### config.mk
export PLATFORM = sky130hd
export DESIGN_NAME = mbus_front
export DESIGN_NICKNAME = d
export VERILOG_FILES = /design/src/rtl/mbus_pkg.sv /design/src/rtl/mbus_latch.sv /design/src/rtl/mbus_ram.sv /design/src/rtl/mbus_regs.sv /design/src/rtl/mbus_front.sv
export SDC_FILE = /design/constraint.sdc
export NUM_CORES = 2
export LEC_CHECK = 0
export CORE_ASPECT_RATIO = 0.5
export CORE_MARGIN = 5
export CORE_UTILIZATION = 50
export CTS_BUF_LIST = sky130_fd_sc_hd__clkbuf_4 sky130_fd_sc_hd__clkbuf_8
export DETAILED_ROUTE_END_ITERATION = 10
export PLACE_DENSITY_LB_ADDON = 0.2
export SETUP_SLACK_MARGIN = 0.3
export SYNTH_ARGS = -nofsm -noshare
export SYNTH_HDL_FRONTEND = slang
export SYNTH_SLANG_ARGS = --single-unit
### constraint.sdc
create_clock -name clk -period 3.2 [get_ports clk]
set_input_delay 0.64 -clock clk [delete_from_list [all_inputs] [get_ports clk]]
set_output_delay 0.64 -clock clk [all_outputs]
set_load 0.1 [all_outputs]
### src/rtl/mbus_pkg.sv
// Shared types for the multiplexed-bus front end.
// Assumes the I/O register file is decoded from the low three address bits.
package mbus_pkg;
    localparam int IO_SEL_W = 3;

    typedef enum logic [IO_SEL_W-1:0] {
        IO_CTL  = 3'd0,
        IO_PA   = 3'd1,
        IO_PB   = 3'd2,
        IO_PC   = 3'd3,
        IO_TLO  = 3'd4,
        IO_THI  = 3'd5,
        IO_RSV6 = 3'd6,
        IO_RSV7 = 3'd7
    } io_reg_e;
endpackage

### src/rtl/mbus_latch.sv
// Address phase capture: holds address, chip enable and IO select.
// Assumes the strobe is sampled on clk; the values taken are those present
// during the last cycle the strobe was high, latched once it is seen low.
module mbus_latch #(
    parameter int DW = 8
) (
    input  logic          clk,
    input  logic          rst_n,
    input  logic          addr_stb,
    input  logic [DW-1:0] bus_in,
    input  logic          chip_en,
    input  logic          io_sel,
    output logic [DW-1:0] lat_addr,
    output logic          lat_cs,
    output logic          lat_io
);
    logic          stb_d;
    logic [DW-1:0] addr_d;
    logic          cs_d;
    logic          io_d;
    logic          fall;

    assign fall = stb_d && !addr_stb;

    // Delay the strobe and the address phase inputs by one cycle.
    always_ff @(posedge clk) begin
        if (!rst_n) begin
            stb_d  <= 1'b0;
            addr_d <= '0;
            cs_d   <= 1'b0;
            io_d   <= 1'b0;
        end else begin
            stb_d  <= addr_stb;
            addr_d <= bus_in;
            cs_d   <= chip_en;
            io_d   <= io_sel;
        end
    end

    // Capture the delayed values on the strobe's falling edge.
    always_ff @(posedge clk) begin
        if (!rst_n) begin
            lat_addr <= '0;
            lat_cs   <= 1'b0;
            lat_io   <= 1'b0;
        end else if (fall) begin
            lat_addr <= addr_d;
            lat_cs   <= cs_d;
            lat_io   <= io_d;
        end
    end

    a_r1_hold_addr: assert property (@(posedge clk) disable iff (!rst_n)
        !(stb_d && !addr_stb) |=> $stable(lat_addr) && $stable(lat_cs) && $stable(lat_io));
endmodule

### src/rtl/mbus_ram.sv
// Byte-wide static RAM behind the bus, 2**AW entries.
// Assumes one write per strobe pulse and an asynchronous read port.
module mbus_ram #(
    parameter int AW = 8,
    parameter int DW = 8
) (
    input  logic          clk,
    input  logic          we,
    input  logic [AW-1:0] addr,
    input  logic [DW-1:0] wdata,
    output logic [DW-1:0] rdata
);
    localparam int DEPTH = 2 ** AW;

    logic [DW-1:0] mem [DEPTH];

    // Store the write byte at the addressed entry.
    always_ff @(posedge clk) begin
        if (we) begin
            mem[addr] <= wdata;
        end
    end

    assign rdata = mem[addr];
endmodule

### src/rtl/mbus_regs.sv
// I/O register file: write-only command, read-only status at one address,
// three port registers and the timer byte hookup.
// Assumes io_we and rd_first are single-cycle pulses, qualified by chip enable.
module mbus_regs
    import mbus_pkg::*;
#(
    parameter int DW  = 8,
    parameter int PCW = 6
) (
    input  logic                clk,
    input  logic                rst_n,
    input  logic                io_we,
    input  logic                rd_first,
    input  logic [IO_SEL_W-1:0] sel,
    input  logic [DW-1:0]       wdata,
    output logic [DW-1:0]       rdata,
    input  logic [DW-1:0]       prt_a_in,
    output logic [DW-1:0]       prt_a_out,
    output logic                prt_a_dir,
    input  logic [DW-1:0]       prt_b_in,
    output logic [DW-1:0]       prt_b_out,
    output logic                prt_b_dir,
    input  logic [PCW-1:0]      prt_c_in,
    output logic [PCW-1:0]      prt_c_out,
    output logic [1:0]          prt_c_mode,
    output logic                irq_en_a,
    output logic                irq_en_b,
    input  logic                prt_a_req,
    input  logic                prt_a_full,
    input  logic                prt_b_req,
    input  logic                prt_b_full,
    output logic [1:0]          tmr_cmd,
    output logic                tmr_cmd_wr,
    output logic [DW-1:0]       tmr_wdata,
    output logic                tmr_wr_lo,
    output logic                tmr_wr_hi,
    input  logic [DW-1:0]       tmr_lo,
    input  logic [DW-1:0]       tmr_hi,
    input  logic                tmr_flag,
    output logic                tmr_clr
);
    io_reg_e        rsel;
    logic [DW-1:0]  cmd_q;
    logic [DW-1:0]  stat;
    logic [DW-1:0]  pc_rd;

    assign rsel = io_reg_e'(sel);

    // Load the addressed writable register on an I/O write pulse.
    always_ff @(posedge clk) begin
        if (!rst_n) begin
            cmd_q     <= '0;
            prt_a_out <= '0;
            prt_b_out <= '0;
            prt_c_out <= '0;
        end else if (io_we) begin
            case (rsel)
                IO_CTL:  cmd_q     <= wdata;
                IO_PA:   prt_a_out <= wdata;
                IO_PB:   prt_b_out <= wdata;
                IO_PC:   prt_c_out <= wdata[PCW-1:0];
                default: ;
            endcase
        end
    end

    // Raise the timer flag clear for one cycle after a status read starts.
    always_ff @(posedge clk) begin
        if (!rst_n) begin
            tmr_clr <= 1'b0;
        end else begin
            tmr_clr <= rd_first && (rsel == IO_CTL);
        end
    end

    assign prt_a_dir  = cmd_q[0];
    assign prt_b_dir  = cmd_q[1];
    assign prt_c_mode = cmd_q[3:2];
    assign irq_en_a   = cmd_q[4];
    assign irq_en_b   = cmd_q[5];

    assign tmr_cmd    = wdata[7:6];
    assign tmr_cmd_wr = io_we && (rsel == IO_CTL);
    assign tmr_wdata  = wdata;
    assign tmr_wr_lo  = io_we && (rsel == IO_TLO);
    assign tmr_wr_hi  = io_we && (rsel == IO_THI);

    assign stat  = {1'b0, tmr_flag, irq_en_b, prt_b_full, prt_b_req,
                    irq_en_a, prt_a_full, prt_a_req};
    assign pc_rd = (prt_c_mode == 2'b00) ? prt_c_in : prt_c_out;

    // Select the read byte for the addressed I/O register.
    always_comb begin
        case (rsel)
            IO_CTL:  rdata = stat;
            IO_PA:   rdata = prt_a_dir ? prt_a_out : prt_a_in;
            IO_PB:   rdata = prt_b_dir ? prt_b_out : prt_b_in;
            IO_PC:   rdata = {{(DW-PCW){1'b0}}, pc_rd};
            IO_TLO:  rdata = tmr_lo;
            IO_THI:  rdata = tmr_hi;
            default: rdata = '0;
        endcase
    end

    a_r4_cmd_only_on_write: assert property (@(posedge clk) disable iff (!rst_n)
        !(io_we && sel == 3'd0) |=> $stable(cmd_q));
    a_r8_rsv_no_effect: assert property (@(posedge clk) disable iff (!rst_n)
        (io_we && sel[2:1] == 2'b11) |=> $stable(cmd_q) && $stable(prt_a_out)
                                         && $stable(prt_b_out) && $stable(prt_c_out));
    a_r9_clr_single: assert property (@(posedge clk) disable iff (!rst_n)
        tmr_clr |=> !tmr_clr);
endmodule

### src/rtl/mbus_front.sv
// Top of the bus front end: captures the address phase, turns read and
// write strobes into single-cycle pulses and steers them to RAM or registers.
// Assumes strobes are synchronous to clk and active high.
module mbus_front #(
    parameter int DW  = 8,
    parameter int PCW = 6
) (
    input  logic           clk,
    input  logic           rst_n,
    input  logic           addr_stb,
    input  logic [DW-1:0]  bus_in,
    output logic [DW-1:0]  bus_out,
    output logic           bus_oe,
    input  logic           chip_en,
    input  logic           io_sel,
    input  logic           rd_en,
    input  logic           wr_en,
    input  logic [DW-1:0]  prt_a_in,
    output logic [DW-1:0]  prt_a_out,
    output logic           prt_a_dir,
    input  logic [DW-1:0]  prt_b_in,
    output logic [DW-1:0]  prt_b_out,
    output logic           prt_b_dir,
    input  logic [PCW-1:0] prt_c_in,
    output logic [PCW-1:0] prt_c_out,
    output logic [1:0]     prt_c_mode,
    output logic           irq_en_a,
    output logic           irq_en_b,
    input  logic           prt_a_req,
    input  logic           prt_a_full,
    input  logic           prt_b_req,
    input  logic           prt_b_full,
    output logic [1:0]     tmr_cmd,
    output logic           tmr_cmd_wr,
    output logic [DW-1:0]  tmr_wdata,
    output logic           tmr_wr_lo,
    output logic           tmr_wr_hi,
    input  logic [DW-1:0]  tmr_lo,
    input  logic [DW-1:0]  tmr_hi,
    input  logic           tmr_flag,
    output logic           tmr_clr
);
    import mbus_pkg::*;

    logic [DW-1:0] lat_addr;
    logic          lat_cs;
    logic          lat_io;
    logic          wr_q;
    logic          rd_q;
    logic          wr_first;
    logic          rd_first;
    logic [DW-1:0] ram_rdata;
    logic [DW-1:0] reg_rdata;

    mbus_latch #(.DW(DW)) u_latch (
        .clk(clk), .rst_n(rst_n), .addr_stb(addr_stb), .bus_in(bus_in),
        .chip_en(chip_en), .io_sel(io_sel),
        .lat_addr(lat_addr), .lat_cs(lat_cs), .lat_io(lat_io)
    );

    // Remember the previous strobe levels to find each strobe's first cycle.
    always_ff @(posedge clk) begin
        if (!rst_n) begin
            wr_q <= 1'b0;
            rd_q <= 1'b0;
        end else begin
            wr_q <= wr_en;
            rd_q <= rd_en;
        end
    end

    assign wr_first = wr_en && !wr_q && lat_cs;
    assign rd_first = rd_en && !rd_q && lat_cs && lat_io;

    mbus_ram #(.AW(DW), .DW(DW)) u_ram (
        .clk(clk), .we(wr_first && !lat_io), .addr(lat_addr),
        .wdata(bus_in), .rdata(ram_rdata)
    );

    mbus_regs #(.DW(DW), .PCW(PCW)) u_regs (
        .clk(clk), .rst_n(rst_n),
        .io_we(wr_first && lat_io), .rd_first(rd_first),
        .sel(lat_addr[IO_SEL_W-1:0]), .wdata(bus_in), .rdata(reg_rdata),
        .prt_a_in(prt_a_in), .prt_a_out(prt_a_out), .prt_a_dir(prt_a_dir),
        .prt_b_in(prt_b_in), .prt_b_out(prt_b_out), .prt_b_dir(prt_b_dir),
        .prt_c_in(prt_c_in), .prt_c_out(prt_c_out), .prt_c_mode(prt_c_mode),
        .irq_en_a(irq_en_a), .irq_en_b(irq_en_b),
        .prt_a_req(prt_a_req), .prt_a_full(prt_a_full),
        .prt_b_req(prt_b_req), .prt_b_full(prt_b_full),
        .tmr_cmd(tmr_cmd), .tmr_cmd_wr(tmr_cmd_wr), .tmr_wdata(tmr_wdata),
        .tmr_wr_lo(tmr_wr_lo), .tmr_wr_hi(tmr_wr_hi),
        .tmr_lo(tmr_lo), .tmr_hi(tmr_hi), .tmr_flag(tmr_flag), .tmr_clr(tmr_clr)
    );

    assign bus_oe  = rd_en && lat_cs;
    assign bus_out = lat_io ? reg_rdata : ram_rdata;

    a_r5_status_top_zero: assert property (@(posedge clk) disable iff (!rst_n)
        (bus_oe && lat_io && lat_addr[2:0] == 3'b000) |-> (bus_out[7] == 1'b0));
    a_r11_one_write: assert property (@(posedge clk) disable iff (!rst_n)
        wr_first |=> !wr_first);
    a_r10_no_oe_deselected: assert property (@(posedge clk) disable iff (!rst_n)
        !lat_cs |-> !bus_oe);
endmodule

==> results.md <==
* CTS tree: built
* Full die area at 172000 sq um
* Die Wd at 582 um
* Comb power frac at 3.7%
* Crit path launch type: flop
* Failing checks: setup timing
* Final nets at 5036
* Vias after detailed routing at 45000
* Iter 0 DRT Violations at 6162
* DRT antenna net count at 0
* CTS H-Tree Depth at 5
* Max cap viols at 0
* Setup TNS at -10.62 ns
* #FFs+latches synth at 2108
* Setup crit end kind: output pin
* Clock sink total at 2108
* Cell repeated most along the worst path: buf_12
* Vias in the first global route at 44700
* Reg2reg start: u_latch.lat_addr[4]$_SDFFE_PN0P_
* Standard-cell rows at 105
* Sequential share of power at 57.6%
* Mapped Nets at 4112
* Final setup margin at -1.36 ns
* Max clock buf depth at 4
* GRT Total Usage at 25.7%
* Minimum clock period at 4.56 ns
* WP data arrival at 3.92 ns
* Synth Instances at 4054
* Crit-path max cell delay at 0.37 ns
* Power Dens Cells at 534 nW/um^2
* Slew Limit Fails at 0
* Vias/cell at 6.10
* Ratio of final minimum period to clock period at 142%
* VDD IR-drop max at 321 uV
* Starting Density at 50.1%
* Finished Core Util at 60.3%
* Initial antenna violation count at 4
* Unrepaired setup endpoints after global routing: true
* Clock power frac at 38.7%
* Placer congestion estimate at 0.893
* Post-synth ARST share at 0%
* Pin count of the biggest net entering global routing at 151
* DP HPWL at 142000 um
* Setup slack, reg-to-reg at 0.93 ns
* Worst-Skew Late Latency at 0.92 ns
* Root buf cell: clkbuf_8
* Slew headroom at 35.4%
* Critical path type: reg2out
* Worst EP required at 2.56 ns
* Net Sw Power at 11.3 mW
* Primary FF master, synth: edfxtp_1
* Slowest CP cell: mux4_2
* Hold Fails Final Rpt at 0
* Final WL at 224000 um
* Reg clk slew, reported paths at 0.07 ns
* Post-synth EDFFs at 2048
* Clk_skew at 0.0461 ns
* Area grow syn2layout at 20.3%
* Io pins at 109
* First-pass GRT wire length at 320000 um
* Wire length per cell at 30.3 um
* Crit-path max FO at 7
* Core footprint at 163000 sq um
* Grt ovf at 0
* Hold Buf Count CTS at 0
* Final setup fails at 8
* Synth Cell Area at 81900 sq um
* Share of post-route cells with drive strength above 1 at 36.5%
* Crit path cell chain: buf_12 > buf_16 > buf_12 > buf_16 > buf_12 > mux4_2 > nand2_2 > a221oi_2 > a21oi_2 > buf_4 > a31oi_4 > nor2_2 > a31oi_4 > buf_12
* DRC errors left at 0
* Yosys warns at 0
* Seq/Total Area, Yosys at 76.6%
* Leakage power at 31.2 nW
* Die Ht at 296 um
* Netlist cell types at 54
* DRT Pass-1 Iters at 6
* Mapped Avg Cell Area at 20.2 sq um
* Design internal power at 41.2 mW
* Fmax at 219 MHz
* Status: complete, but fails checks
* Worst slew pin tran at 0.968 ns
* Worst Hold Class: in2reg
* I/O Buffers at 108
* Switching portion of total power at 21.5%
* R2R Path End: u_ram.mem[24][0]$_DFFE_PP_
* Total CTS buffers at 297
* CP Capture Point: bus_out[4]
* Reg2Reg Depth at 4
* Hold Startpoint: bus_in[7]
==> cell type report <==
cell class	count	area, sq um
timing repair buffer	888	8750
sequential	2108	62700
clock inverter	105	586
fill	11500	64800
antenna	2	5.00
tap	2193	2740
multi-input combinational	1679	18700
inverter	4	17.5
clock buffer	399	4920
==> synthesized netlist by cell type (3+ instances only) <==
cell       number  area share [%]
or3b_2          3           0.032
a41oi_1         9           0.096
a21boi_0       17            0.16
a31oi_1        13           0.099
mux2i_1       184             2.2
a211oi_1       20            0.18
o22ai_1        46            0.35
o211ai_1       26            0.24
mux2_2         16            0.22
a22o_1         40            0.43
a2111oi_0       7           0.075
a22oi_1        92            0.84
nor3_1         12           0.073
nand3b_1        5           0.046
o21ai_0        27            0.17
or3_1           3           0.023
edfxtp_1     2048              75
nand2b_1       11           0.084
and2_1         21            0.16
and3_1          9           0.069
nand3_1        17            0.10
inv_1           3           0.014
a221oi_1       44            0.47
buf_4          48            0.44
clkbuf_1      119            0.55
nand4_1        11           0.084
buf_1           9           0.041
buf_2          74            0.45
a211o_1        11            0.12
nand2_1       102            0.47
buf_6          12            0.17
mux4_2        442              12
o221ai_1       20            0.21
a21oi_1       101            0.62
dfxtp_1        60             1.5
nor2_1        315             1.4
nor2b_1        37            0.28
==> sequential cells by signal, summed over array words and instances, names as in the netlist, named ones only <==
name and flops:
u_latch.lat_io 1, u_regs.tmr_clr 1, u_regs.cmd_q 6, wr_q 1
u_latch.addr_d 8, u_latch.cs_d 1, u_latch.lat_cs 1, rd_q 1
u_latch.lat_addr 8, u_regs.prt_a_out 8, u_regs.prt_b_out 8, u_regs.prt_c_out 6
u_latch.stb_d 1, u_latch.io_d 1, u_ram.mem 2048
==> critical path: cells and delay by family, from the launching register on <==
family	cells	cell delay, ns
and+or+nand+nor	2	0.17
DFF	1	0.36
buffers and inverters	7	1.11
AOI/OAI and AO/OA	4	0.96
muxes	1	0.37
==> through the flow <==
step	hold slack (ns)	setup slack, ns	power, mW	cell area [sq um]	std cells
after floorplan	0.426	0.127	31.6	82200	4054
after global placement	0.436	-1.02	32.6	90900	6797
after detailed placement	0.442	-1.06	32.7	90900	6797
after CTS	0.0451	-1.38	52.8	98000	7351
after global routing	0.0685	-1.44	54.2	98500	7377
final	0.133	-1.36	52.6	98500	7378
==> per-layer routing <==
layer  global-route usage [%]  vias to the layer above  share of wire (%)
met5                        0                        -                  0
met4                     6.60                        0                2.5
met3                     5.63                      329                9.9
met2                     39.3                     2405                 46
met1                     38.3                    23700                 41
li1                         -                    18700                  -
==> cell usage in the layout, fill, tap and decap left out, types with 17 or more instances in the layout <==
cell,synthesis,layout
a21boi_0,17,17
a21oi_1,101,78
a21oi_2,0,18
a221oi_1,44,23
a221oi_2,1,21
a22o_1,40,40
a22oi_1,92,76
and2_1,21,18
buf_12,0,105
buf_16,0,18
buf_4,48,679
buf_6,12,20
clkbuf_4,0,92
clkbuf_8,0,308
clkdlybuf4s50_1,0,49
clkinv_1,1,65
clkinv_2,0,24
dfxtp_1,60,50
edfxtp_1,2048,2048
mux2i_1,184,183
mux4_2,442,442
nand2_1,102,97
nor2_1,315,303
nor2b_1,37,31
o211ai_1,26,26
o21ai_0,27,19
o221ai_1,20,20
o22ai_1,46,39
==> how the worst min path moves through the flow <==
stage	to	slack (ns)	cells after the start
final	u_ram.mem[243][7]$_DFFE_PP_	0.13	1
after global placement	u_latch.lat_cs$_SDFFE_PN0P_	0.44	2
after CTS	u_ram.mem[240][7]$_DFFE_PP_	0.05	1
after detailed placement	u_latch.lat_io$_SDFFE_PN0P_	0.44	2
after floorplan	u_latch.lat_cs$_SDFFE_PN0P_	0.43	2
after global routing	u_ram.mem[243][7]$_DFFE_PP_	0.07	1
==> power by group through the flow <==
stage          Combinational (mW)  Sequential [mW]  Clock [mW]
2_1_floorplan               0.734             30.9           0
3_3_place_gp                 1.77             30.9           0
3_5_place_dp                 1.81             30.9           0
4_1_cts                      1.90             30.3        20.7
5_1_grt                      2.01             30.2        22.0
6_report                     1.93             30.3        20.4
==> cells by family after synthesis <==
family | Yosys count | synth area share (%)
DFF | 2108 | 76.6
and+or+nand+nor | 556 | 2.96
AOI/OAI and AO/OA | 481 | 4.15
buffers and inverters | 267 | 1.67
muxes | 642 | 14.6
==> timing repair <==
action / CTS / global route
pin swaps: 50 / 23
gates cloned: 12 / 3
endpoints found under the setup margin: 11 / 11
gates resized for setup: 169 / 36
buffers inserted: 38 / 22
(Power assumes the default switching activity.)
